### config.mk
export PLATFORM = sky130hd
export DESIGN_NAME = qr_restart_seq
export DESIGN_NICKNAME = d
export VERILOG_FILES = /design/src/rtl/qr_seq_pkg.sv /design/src/rtl/qr_sat_counter.sv /design/src/rtl/qr_edge_det.sv /design/src/rtl/qr_restart_seq.sv
export SDC_FILE = /design/constraint.sdc
export NUM_CORES = 1
export LEC_CHECK = 0
export CELL_PAD_IN_SITES_DETAIL_PLACEMENT = 0
export CELL_PAD_IN_SITES_GLOBAL_PLACEMENT = 1
export CORE_MARGIN = 5
export CORE_UTILIZATION = 44
export CTS_BUF_LIST = sky130_fd_sc_hd__clkbuf_16
export CTS_CLUSTER_DIAMETER = 30
export DETAILED_ROUTE_END_ITERATION = 12
export PLACE_DENSITY = 0.79
export SLEW_MARGIN = 20
export SYNTH_ARGS = -nofsm -noshare
export SYNTH_HDL_FRONTEND = slang
export SYNTH_SLANG_ARGS = --single-unit
export TNS_END_PERCENT = 100
### constraint.sdc
create_clock -name clk_i -period 1.7 [get_ports clk_i]
set_input_delay 0.17 -clock clk_i [delete_from_list [all_inputs] [get_ports clk_i]]
set_output_delay 0.17 -clock clk_i [all_outputs]
set_load 0.005 [all_outputs]
### src/rtl/qr_seq_pkg.sv
package qr_seq_pkg;

    typedef struct packed {
        logic drv;
        logic soft_start;
        logic ton_fault;
        logic skip_seen;
    } seq_state_t;

    localparam seq_state_t SEQ_IDLE = '{drv: 1'b0, soft_start: 1'b0, ton_fault: 1'b0, skip_seen: 1'b0};

endpackage

### src/rtl/qr_sat_counter.sv
module qr_sat_counter #(
    parameter int unsigned LIMIT      = 16,
    parameter bit          START_DONE = 1'b0
) (
    input  logic clk_i,
    input  logic rst_ni,
    input  logic clear_i,
    output logic done_o
);
    localparam int unsigned   CW    = (LIMIT < 1) ? 1 : $clog2(LIMIT + 1);
    localparam logic [CW-1:0] LIM_V = CW'(LIMIT);
    localparam logic [CW-1:0] RST_V = START_DONE ? LIM_V : '0;

    logic [CW-1:0] cnt_d, cnt_q;

    always_comb begin
        cnt_d = cnt_q;
        if (clear_i) begin
            cnt_d = '0;
        end else if (cnt_q != LIM_V) begin
            cnt_d = cnt_q + CW'(1);
        end
    end

    always_ff @(posedge clk_i or negedge rst_ni) begin
        if (!rst_ni) begin
            cnt_q <= RST_V;
        end else begin
            cnt_q <= cnt_d;
        end
    end

    assign done_o = (cnt_q == LIM_V);

endmodule

### src/rtl/qr_edge_det.sv
module qr_edge_det (
    input  logic clk_i,
    input  logic rst_ni,
    input  logic sig_i,
    output logic rise_o
);
    logic prev_d, prev_q;

    always_comb begin
        prev_d = sig_i;
    end

    always_ff @(posedge clk_i or negedge rst_ni) begin
        if (!rst_ni) begin
            prev_q <= 1'b1;
        end else begin
            prev_q <= prev_d;
        end
    end

    assign rise_o = sig_i && !prev_q;

endmodule

### src/rtl/qr_restart_seq.sv
module qr_restart_seq
    import qr_seq_pkg::*;
#(
    parameter int unsigned CLAMP_CYC = 2000,
    parameter int unsigned BLANK_CYC = 750,
    parameter int unsigned VTMO_CYC  = 2000,
    parameter int unsigned LEB_CYC   = 92,
    parameter int unsigned MAXON_CYC = 11250
) (
    input  logic clk_i,
    input  logic rst_ni,
    input  logic cs_trip_i,
    input  logic demag_i,
    input  logic skip_i,
    input  logic fault_i,
    output logic gate_o,
    output logic ton_fault_o,
    output logic soft_start_o
);
    seq_state_t st_d, st_q;

    logic demag_rise;
    logic clamp_done, blank_done, vtmo_done, leb_done, maxon_done;
    logic set_req, end_req, ton_trip, hold_off;
    logic vtmo_clr, on_clr;

    qr_edge_det u_demag_edge (
        .clk_i  (clk_i),
        .rst_ni (rst_ni),
        .sig_i  (demag_i),
        .rise_o (demag_rise)
    );

    // cycles since the last turn-on (period clamp)
    qr_sat_counter #(.LIMIT(CLAMP_CYC), .START_DONE(1'b1)) u_clamp (
        .clk_i   (clk_i),
        .rst_ni  (rst_ni),
        .clear_i (set_req),
        .done_o  (clamp_done)
    );

    // cycles since turn-off (leakage blanking)
    qr_sat_counter #(.LIMIT(BLANK_CYC), .START_DONE(1'b1)) u_blank (
        .clk_i   (clk_i),
        .rst_ni  (rst_ni),
        .clear_i (st_q.drv),
        .done_o  (blank_done)
    );

    // cycles since the last valley edge while off (decayed ringing)
    qr_sat_counter #(.LIMIT(VTMO_CYC), .START_DONE(1'b0)) u_vtmo (
        .clk_i   (clk_i),
        .rst_ni  (rst_ni),
        .clear_i (vtmo_clr),
        .done_o  (vtmo_done)
    );

    // on-time: leading-edge window
    qr_sat_counter #(.LIMIT(LEB_CYC), .START_DONE(1'b0)) u_leb (
        .clk_i   (clk_i),
        .rst_ni  (rst_ni),
        .clear_i (on_clr),
        .done_o  (leb_done)
    );

    // on-time: maximum duration guard
    qr_sat_counter #(.LIMIT(MAXON_CYC), .START_DONE(1'b0)) u_maxon (
        .clk_i   (clk_i),
        .rst_ni  (rst_ni),
        .clear_i (on_clr),
        .done_o  (maxon_done)
    );

    always_comb begin
        vtmo_clr = st_q.drv || demag_rise;
        on_clr   = !st_q.drv;

        hold_off = skip_i || fault_i || st_q.ton_fault;
        ton_trip = st_q.drv && maxon_done;

        set_req  = !st_q.drv && clamp_done && blank_done
                   && (demag_rise || vtmo_done) && !hold_off;
        end_req  = st_q.drv && (hold_off || ton_trip || (cs_trip_i && leb_done));

        st_d = st_q;
        if (set_req) begin
            st_d.drv = 1'b1;
        end else if (end_req) begin
            st_d.drv = 1'b0;
        end

        st_d.ton_fault  = st_q.ton_fault || ton_trip;
        st_d.soft_start = set_req && st_q.skip_seen;

        if (skip_i) begin
            st_d.skip_seen = 1'b1;
        end else if (set_req) begin
            st_d.skip_seen = 1'b0;
        end
    end

    always_ff @(posedge clk_i or negedge rst_ni) begin
        if (!rst_ni) begin
            st_q <= SEQ_IDLE;
        end else begin
            st_q <= st_d;
        end
    end

    assign gate_o       = st_q.drv && !fault_i;
    assign ton_fault_o  = st_q.ton_fault;
    assign soft_start_o = st_q.soft_start;

endmodule

==> summary.txt <==
Power
  – PwrDens: 950 mW/mm²
  – Peak supply drop: 0.500 mV
  – Leak Pwr: around 1.6 nW

Yosys
  – Avg Inst Size Synth: slightly above 10 µm²
  – Adder-cell share of the synthesized area: roughly 4.2%
  – Top cell type's share of synthesized area: between 30% and 40%
  – Largest family of logic cells by synthesized area: simple AND/OR/NAND/NOR gates
  – Compound-gate portion of the synthesized area: about 5.3%
  – Yosys reg bits: between 50 and 60
  – Ranking of synthesized cells by area: dfrtp_1, dfstp_2, xor2_1
  – Syn_nets: 307
  – Warnings, synthesis: 0
  – Simple-gate share of the synthesized area: around 25%
  – Post-Syn Area: between 0.002 and 0.003 mm²
  – Leading area contributor after synthesis: dfrtp_1
  – Sequential fraction of the synthesis area: between 40% and 50%
  – Post-synth ARST share: between 90% and 100%
  – Mux cell area share after synthesis: ~1.7%
  – Post-synth top flop: dfrtp_1
  – Mapped Cells: roughly 290
  – Netlist cell types: between 40 and 50
  – Post-Synth XOR/XNOR Area: 11.5%
  – Post-synth EDFFs: 0

Clocking
  – Worst-case clock buffer depth: 2
  – CTS tree: built
  – Worst skew pair latency: roughly 0.33 ns
  – CTS Root Cell: clkbuf_16
  – CTS Sinks: 58
  – CTS H-Tree Depth: 3
  – CTS Buf Count: 9
  – Clock transition at path regs: 0.06 ns

Worst setup path
  – Peak fanout along the critical path: 5
  – CP max stage delay: between 0.5 and 0.6 ns
  – Crit Path Class: reg2reg
  – Crit-path leading delay family: simple AND/OR/NAND/NOR gates
  – Buffers & Inverters on Critical Path: 1
  – CP Capture Type: register
  – Crit-path slowest cell: dfstp_2
  – CP Launch Type: register
  – Critical path cell sequence: ha_4, nand4b_1, nor4_4, and3_4, buf_6, nor3_1
  – Crit path required time: approximately 2 ns
  – WP data arrival: 1.95 ns

Timing
  – Max frequency: a little under 0.6 GHz
  – Final cycle utilization of the critical path: 100%
  – Count of final max-slew check failures: 0
  – Final setup viols: 3
  – Post-route minimum period: around 1.7 ns
  – Final Hold Fails: 0
  – RSZ-0062 raised after global routing: yes
  – Clock skew: ~0.0091 ns
  – Post-route setup slack: -0.00830 ns
  – Worst-Margin Slew: 0.455 ns
  – Slew HR: 69.6%

Drt
  – 1st-iter DRT viols: 75
  – DR vias/cell: ~5.3
  – TritonRoute pass-1 iters: 4
  – Routed met3 length: ~200 µm
  – Routed WL: approximately 5800 µm
  – DRC: 0
  – Met2 wire length: 2720 µm
  – WL met1: approximately 2700 µm
  – Via Count: 2195
  – Highest metal used: met4
  – Wire per inst: between 10 and 15 µm
  – Routed Antenna Nets: 0

Placement
  – Setup WS pre-CTS: -0.194 ns
  – Final HPWL DP: 3770 µm
  – # port buffers: 8
  – Placed cell area: around 0.0033 mm²
  – GPL Wtd Cong: a little under 0.8

Final layout
  – Commonest non-fill, non-tap cells in the layout: nor2_1, dfrtp_1, xor2_1, buf_4, nand3_1
  – Area grow syn2layout: 25.5%
  – Layout cell share with drive strength beyond 1: ~21%
  – Ant diodes: 0
  – Final nets: approximately 350
  – Commonest non-fill, non-tap cell in the layout: nor2_1
  – Fin area: 0.00372 mm²

Run status
  – Status: complete, but fails checks
  – Failing checks: negative setup slack

Global routing
  – Initial antenna violation count: 0
  – Total GRT Usage: between 10 and 15%
  – Largest net degree at the start of global routing: 43
  – First-pass GRT wire length: ~9800 µm
  – Number of global-route vias before repair: around 2100
  – Global route overflow: 0

Min path
  – Hold Crit Class: in2reg

Die
  – I/O Pins: 9
  – Die height: 92.0 µm
  – # rows: 30
  – Initial Util: about 44%
  – Die Wd: 92.0 µm
  – Die area: approximately 0.0085 mm²
  – Core ar.: approximately 0.0067 mm²

Job
  – Max Cap Viol: 0
[repair_timing]
action / 4_1_cts / 5_1_grt
setup buffers: 0 / 2
hold buffers: 1 / 0
gates resized for setup: 11 / 2
pin swaps: 1 / 8
endpoints found under the hold margin: 15 / 0
setup endpoints to repair: 13 / 20
[layout make-up]
cell class | instances | area, µm²
Sequential cell | 58 | 1470
Tap cell | 80 | 100
Fill cell | 574 | 2960
Inverter | 13 | 48.8
Clock buffer | 9 | 225
Multi-Input combinational cell | 212 | 1460
Clock inverter | 7 | 83.8
Timing Repair Buffer | 39 | 333
[sequential cells by signal, summed over array words and instances, names as in the netlist]
signal / count
ton_fault_o: 1
u_blank.cnt_q: 10
u_demag_edge.prev_q: 1
st_q: 2
u_vtmo.cnt_q: 11
u_clamp.cnt_q: 11
soft_start_o: 1
u_maxon.cnt_q: 14
u_leb.cnt_q: 7
[cells in the mapped netlist, drive strengths merged (2+ instances only)]
library cell / number
nor2: 45
dfrtp: 44
xor2: 29
nand3: 15
dfstp: 14
nand2: 14
nand4: 14
inv: 13
ha: 10
xnor2: 10
and2: 7
a21oi: 6
clkbuf: 6
nor3: 6
and3: 5
and4: 5
nand2b: 5
a31oi: 4
mux2i: 4
nor4: 4
o21ai: 4
a31o: 2
buf: 2
nand3b: 2
nand4b: 2
nor2b: 2
nor3b: 2
o21bai: 2
[per-stage QoR]
step / total power, mW / cells / hold slack, ns / util, % / setup TNS, ns
after floorplan: 1.56 / 291 / -0.126 / - / 0
after global placement: 1.67 / 399 / 0.141 / 49.8 / -1.35
after detailed placement: 1.68 / 399 / 0.147 / 49.8 / -1.62
after CTS: 3.58 / 416 / 0.269 / 55.3 / -0.0275
after global routing: 3.70 / 418 / 0.295 / 55.6 / -0.815
final: 3.53 / 418 / 0.274 / 55.6 / -0.0103
[worst paths after layout]
path / start / endpoint / slack [ns] / cells past startpoint
worst max-delay path: u_blank.cnt_q[1] / u_clamp.cnt_q[9] / -0.008 / 6
worst min-delay path: demag_i / u_demag_edge.prev_q / 0.27 / 1
worst max register to register: u_blank.cnt_q[1] / u_clamp.cnt_q[9] / -0.008 / 6
worst min register to register: st_q[0] / soft_start_o / 0.47 / 1
max in group asynchronous: rst_ni / u_blank.cnt_q[7] / 0.73 / 3
min in group asynchronous: rst_ni / u_clamp.cnt_q[3] / 0.33 / 2
[per-layer routing]
metal  up-vias  global-route usage, %
met5         -                      0
met2        30                   23.2
met1      1065                   18.8
li1       1089                      -
met4         0                   6.44
met3        11                   4.51
[cells by family after synthesis]
| logic type | after synthesis |
|---|---|
| multiplexers | 5 |
| AND/OR/NAND/NOR | 134 |
| buffers and inverters | 21 |
| AO/OA/AOI/OAI | 24 |
| flip-flops | 58 |
| adder cells (fa/ha/maj) | 10 |
| XOR/XNOR | 39 |
[power breakdown]
part / total [mW] / switching, mW / internal (mW)
Combinational: 0.213 / 0.115 / 0.0978
Clock: 1.87 / 0.605 / 1.26
Sequential: 1.45 / 0.0335 / 1.42
[worst reg2reg max path: cells and delay by family, from the launching register on]
| family | cells | cell delay [ns] |
|---|---|---|
| buf+inv | 1 | 0.11 |
| simple gates | 4 | 0.86 |
| fa+ha+maj | 1 | 0.12 |
| flops | 1 | 0.54 |
Note: power is estimated with default switching activity, not from simulation.
